--- src/rtl/ecc1_pkg.sv ---
package ecc1_pkg;
  localparam int CODE_W = 24;
  localparam int HALF_W = CODE_W / 2;
  localparam int OFF_W  = CODE_W - HALF_W - 3;

  typedef enum logic [1:0] {
    ST_CLEAN     = 2'b00,
    ST_FIXED     = 2'b01,
    ST_CODE_ONLY = 2'b10,
    ST_FATAL     = 2'b11
  } ecc_status_e;
endpackage

--- src/rtl/ecc1_pack.sv ---
module ecc1_pack
  import ecc1_pkg::*;
(
  input  logic [31:0]       raw,
  output logic [CODE_W-1:0] code
);
  // Keep the two 12-bit parity halves, skip the reserved nibbles, then invert.
  always_comb begin
    code = ~{raw[16 +: HALF_W], raw[0 +: HALF_W]};
  end
endmodule

--- src/rtl/ecc1_classify.sv ---
module ecc1_classify
  import ecc1_pkg::*;
#(
  parameter int SECTOR_BYTES = 512
) (
  input  logic [CODE_W-1:0] diff,
  output ecc_status_e       st,
  output logic [OFF_W-1:0]  off,
  output logic [7:0]        mask
);
  logic [HALF_W-1:0] fold;
  logic [OFF_W-1:0]  cand_off;
  logic [2:0]        cand_bit;
  logic              single;

  always_comb begin
    fold     = diff[CODE_W-1 -: HALF_W] ^ diff[HALF_W-1:0];
    cand_off = diff[CODE_W-1 -: OFF_W];
    cand_bit = diff[HALF_W +: 3];
    single   = ((diff & (diff - 1'b1)) == '0);

    st   = ST_CLEAN;
    off  = '0;
    mask = '0;
    if (diff == '0) begin
      st = ST_CLEAN;
    end else if (fold == '1) begin
      if (32'(cand_off) < SECTOR_BYTES) begin
        st   = ST_FIXED;
        off  = cand_off;
        mask = 8'b1 << cand_bit;
      end else begin
        st = ST_FATAL;
      end
    end else if (single) begin
      st = ST_CODE_ONLY;
    end else begin
      st = ST_FATAL;
    end
  end
endmodule

--- src/rtl/nand_sector_ecc1.sv ---
module nand_sector_ecc1
  import ecc1_pkg::*;
#(
  parameter int SECTOR_BYTES = 512
) (
  input  logic        clk,
  input  logic        rst,
  input  logic        start,
  input  logic [31:0] raw_parity,
  input  logic [7:0]  stored_b0,
  input  logic [7:0]  stored_b1,
  input  logic [7:0]  stored_b2,
  output logic        done,
  output logic [7:0]  code_b0,
  output logic [7:0]  code_b1,
  output logic [7:0]  code_b2,
  output logic [1:0]  status,
  output logic [8:0]  err_byte,
  output logic [7:0]  err_mask
);
  logic [CODE_W-1:0] calc_code;
  logic [CODE_W-1:0] diff;
  ecc_status_e       cls_st;
  logic [OFF_W-1:0]  cls_off;
  logic [7:0]        cls_mask;

  ecc1_pack u_pack (
    .raw  (raw_parity),
    .code (calc_code)
  );

  assign diff = calc_code ^ {stored_b2, stored_b1, stored_b0};

  ecc1_classify #(.SECTOR_BYTES(SECTOR_BYTES)) u_cls (
    .diff (diff),
    .st   (cls_st),
    .off  (cls_off),
    .mask (cls_mask)
  );

  always_ff @(posedge clk) begin
    if (rst) begin
      done     <= 1'b0;
      code_b0  <= '0;
      code_b1  <= '0;
      code_b2  <= '0;
      status   <= ST_CLEAN;
      err_byte <= '0;
      err_mask <= '0;
    end else begin
      done <= start;
      if (start) begin
        code_b0  <= calc_code[7:0];
        code_b1  <= calc_code[15:8];
        code_b2  <= calc_code[23:16];
        status   <= cls_st;
        err_byte <= 9'(cls_off);
        err_mask <= cls_mask;
      end
    end
  end

  // done follows start by exactly one cycle
  assert_done_after_start_R9: assert property (@(posedge clk) disable iff (rst)
    start |=> done);
  assert_no_done_idle_R9: assert property (@(posedge clk) disable iff (rst)
    !start |=> !done && $stable(status) && $stable(err_mask) && $stable(code_b0));
  // a correction names one bit inside the sector
  assert_fix_onehot_R5: assert property (@(posedge clk) disable iff (rst)
    (status == ST_FIXED) |-> ($countones(err_mask) == 1) && (32'(err_byte) < SECTOR_BYTES));
  // no flip mask unless a data bit is being corrected
  assert_mask_zero_R7: assert property (@(posedge clk) disable iff (rst)
    (status != ST_FIXED) |-> (err_mask == 8'h00) && (err_byte == 9'd0));
endmodule

--- config.mk ---
export PLATFORM = sky130hd
export DESIGN_NAME = nand_sector_ecc1
export DESIGN_NICKNAME = d
export VERILOG_FILES = /design/src/rtl/ecc1_pkg.sv /design/src/rtl/ecc1_pack.sv /design/src/rtl/ecc1_classify.sv /design/src/rtl/nand_sector_ecc1.sv
export SDC_FILE = /design/constraint.sdc
export NUM_CORES = 1
export LEC_CHECK = 0
export BUFFER_PORTS_ARGS = -buffer_cell sky130_fd_sc_hd__buf_2
export CAP_MARGIN = 20
export CORE_UTILIZATION = 51
export DETAILED_ROUTE_END_ITERATION = 12
export PLACE_DENSITY_LB_ADDON = 0.12
export SYNTH_ARGS = -nofsm -noshare
export SYNTH_HDL_FRONTEND = slang
export SYNTH_SLANG_ARGS = --single-unit
export TNS_END_PERCENT = 5
--- constraint.sdc ---
create_clock -name clk -period 2.54 [get_ports clk]
set_input_delay 0.127 -clock clk [delete_from_list [all_inputs] [get_ports clk]]
set_output_delay 0.127 -clock clk [all_outputs]
set_load 0.03 [all_outputs]
==> run metrics <==
largest net degree at the start of global routing=87; diodes inserted=0; syn avg cell area=approximately 8.7 um^2; Placed Cells incl. Taps=between 400 and 500; post-synth top area share=0.373; TritonCTS clock tree=yes; Hold Path Origin=raw_parity[2]; TritonCTS Buffers=5; largest fanout on the critical path=18; syn_nets=~330; power density over cell area=around 550 nW/um^2; WHS Path Cells=2; Fmax achieved=0.561 GHz; Period Utilization, post-route=0.702; RSZ-0062 raised after global routing=no; CP Class=primary input to register; post-CTS sizing=0; status=completed; Worst slew margin=0.455; worst slack at placement=459 ps; r2r setup slk=between 900 and 1000 ps; Tmin final=1780 ps; Crit path largest cell delay=600 ps; row count=24; Worst Max-Slew Pin Slew=817 ps; die height=70.1 um; drt total wl=5660 um; Slew Limit Fails=0; first-pass GRT wire length=9250 um; Final Hold Viols=0; Total GRT Usage=0.236; max-cap viol count=0; top post-synthesis cells by area=dfxtp_1 37%, xnor2_1 8.5%, a211oi_1 8.3%; WP buf/inv=1; Post-CTS Setup Inserts=0; most common cell in the netlist=dfxtp_1; top_reg_cell synth=dfxtp_1; setup_tns=0 ps; I/O Buffers=94; vias per cell=5.36; LEAKAGE=~1.2 nW; Die X=70.1 um; most frequent cells after synthesis=44 x dfxtp_1, 37 x nor2_1, 26 x a211oi_1, 23 x a21oi_1, 23 x xnor2_1; Crit path max-delay family=simple AND/OR/NAND/NOR gates; CP Cell Sequence=buf_2 > xnor2_1 > xnor2_1 > nand4_1 > nor3_4 > nand4_1 > a21oi_1; register bit total from synthesis=44; Die Area=approximately 4900 um^2; clock transition at the registers of the reported paths=80 ps; final setup margin=756 ps; Sink Count=44; Clk Latency, worst-skew pair=around 300 ps; # DRC=0; Yosys top cell by area=dfxtp_1; final net count=420; Synth Cell Area=roughly 2400 um^2; reg2reg path depth=6; Iter 0 DRT Violations=about 140; clk_skew=0 ps; hold path endpoint=code_b0[2]; Power Total=1.61 mW; Finished Layout Cells=414; ys async rst share=0; CP startpoint kind=primary input; vias in the first global route=2000; Initial Utilization=0.535; peak supply drop=0.281 mV; Final ANT Viol Nets=0; post-layout util=0.668; Hold WC Path Type=primary input to register; yosys warns=0; CTS Hold Bufs=0; routed len/inst=13.7 um; busiest grt layer=met2; core area=4410 um^2; root buf cell=clkbuf_8; Worst Path Required=around 2800 ps; sequential share of the synthesized area=0.373; layout cells sized above 1=0.326; Placer Congestion=approximately 0.86; area grow syn2layout=24.7%; DR pass1 iterations=4; M3 GR Usage=0.0548; routed vias=approximately 2.2k; Top Ports=between 100 and 150; worst reg2reg path startpoint=status[0]; met2 global-route usage=0.359; H-tree levels=2; total grt overflow=0; Worst setup EP type=register; initial antenna violation count=0; WP data arrival=2010 ps; Final HPWL DP=4100 um; post-synthesis cell type count=35; Post-Synthesis Cells=272; # setup viols final=0; EDFF count, synth=0; maximum root-to-sink buffer count=2; Worst path slowest cell=nor3_4; R2R Path End=status[0]; met1 usage=0.323
==> worst register-to-register path, delay by kind of cell (launching register included) <==
family           cells  cell delay [ps]
AND/OR/NAND/NOR      2              250
flip-flops           1              320
AO/OA/AOI/OAI        4              930
==> layout make-up <==
class	instances	area, um^2
clock buffers	6	82.6
repair buffers	98	500
flip-flops and latches	44	881
fillers	391	1470
well taps	52	65.1
clock inverters	2	15.0
multi-input cells	210	1400
inverters	2	7.51
==> how the worst max path moves through the flow <==
stage                              start     endpoint  slack, ps  cells past startpoint
after CTS                 raw_parity[27]  err_mask[1]        780                      7
after floorplan             stored_b0[7]    status[0]        990                      7
after global placement    raw_parity[27]  err_mask[1]        480                      7
after detailed placement  raw_parity[27]  err_mask[1]        460                      7
final                     raw_parity[27]  err_mask[1]        760                      7
after global routing      raw_parity[11]  err_mask[1]        530                      7
==> metrics by stage <==
step	hold WS [ps]	cell area [um^2]
6_report	22.7	2950
5_1_grt	26.1	2950
4_1_cts	11.1	2950
3_5_place_dp	339	2850
3_3_place_gp	335	2850
2_1_floorplan	225	2360
==> cells by family (layout without fill, tap and decap cells) <==
family	Yosys count	after routing	synth area share
buffers and inverters	18	108	0.0365
DFF	44	44	0.373
AOI/OAI and AO/OA	62	62	0.169
and+or+nand+nor	103	103	0.242
xor gates and xnor gates	45	45	0.179
==> metal layers <==
metal / wire (um) / part of all wire
met3: 316 / 0.056
met2: 2520 / 0.45
met4: 119 / 0.021
met1: 2710 / 0.48
met5: 0 / 0
==> flip-flops by register name (all words and copies together), names as in the netlist <==
name      count
err_byte      9
code_b0       8
code_b1       8
code_b2       8
err_mask      8
status        2
done          1
==> report_power, final <==
part / switching (mW) / internal (mW) / leakage [nW]
Sequential: 0.0122 / 0.719 / 0.362
Combinational: 0.266 / 0.150 / 0.831
Clock: 0.242 / 0.220 / 0.0434
Total: 0.519 / 1.09 / 1.24
==> layout by cell type (no fill, tap or decap), types with 3 or more instances in the layout <==
master	n
nand2_1	8
nand4_1	12
xor2_1	18
xor2_2	3
nand2b_1	18
buf_4	4
buf_2	94
a21oi_1	23
dfxtp_1	44
a211oi_1	26
nand3_1	13
nor2_1	37
xnor2_1	23
clkbuf_8	6
o21ai_0	5
No activity file was read; power rests on OpenSTA's default activity.
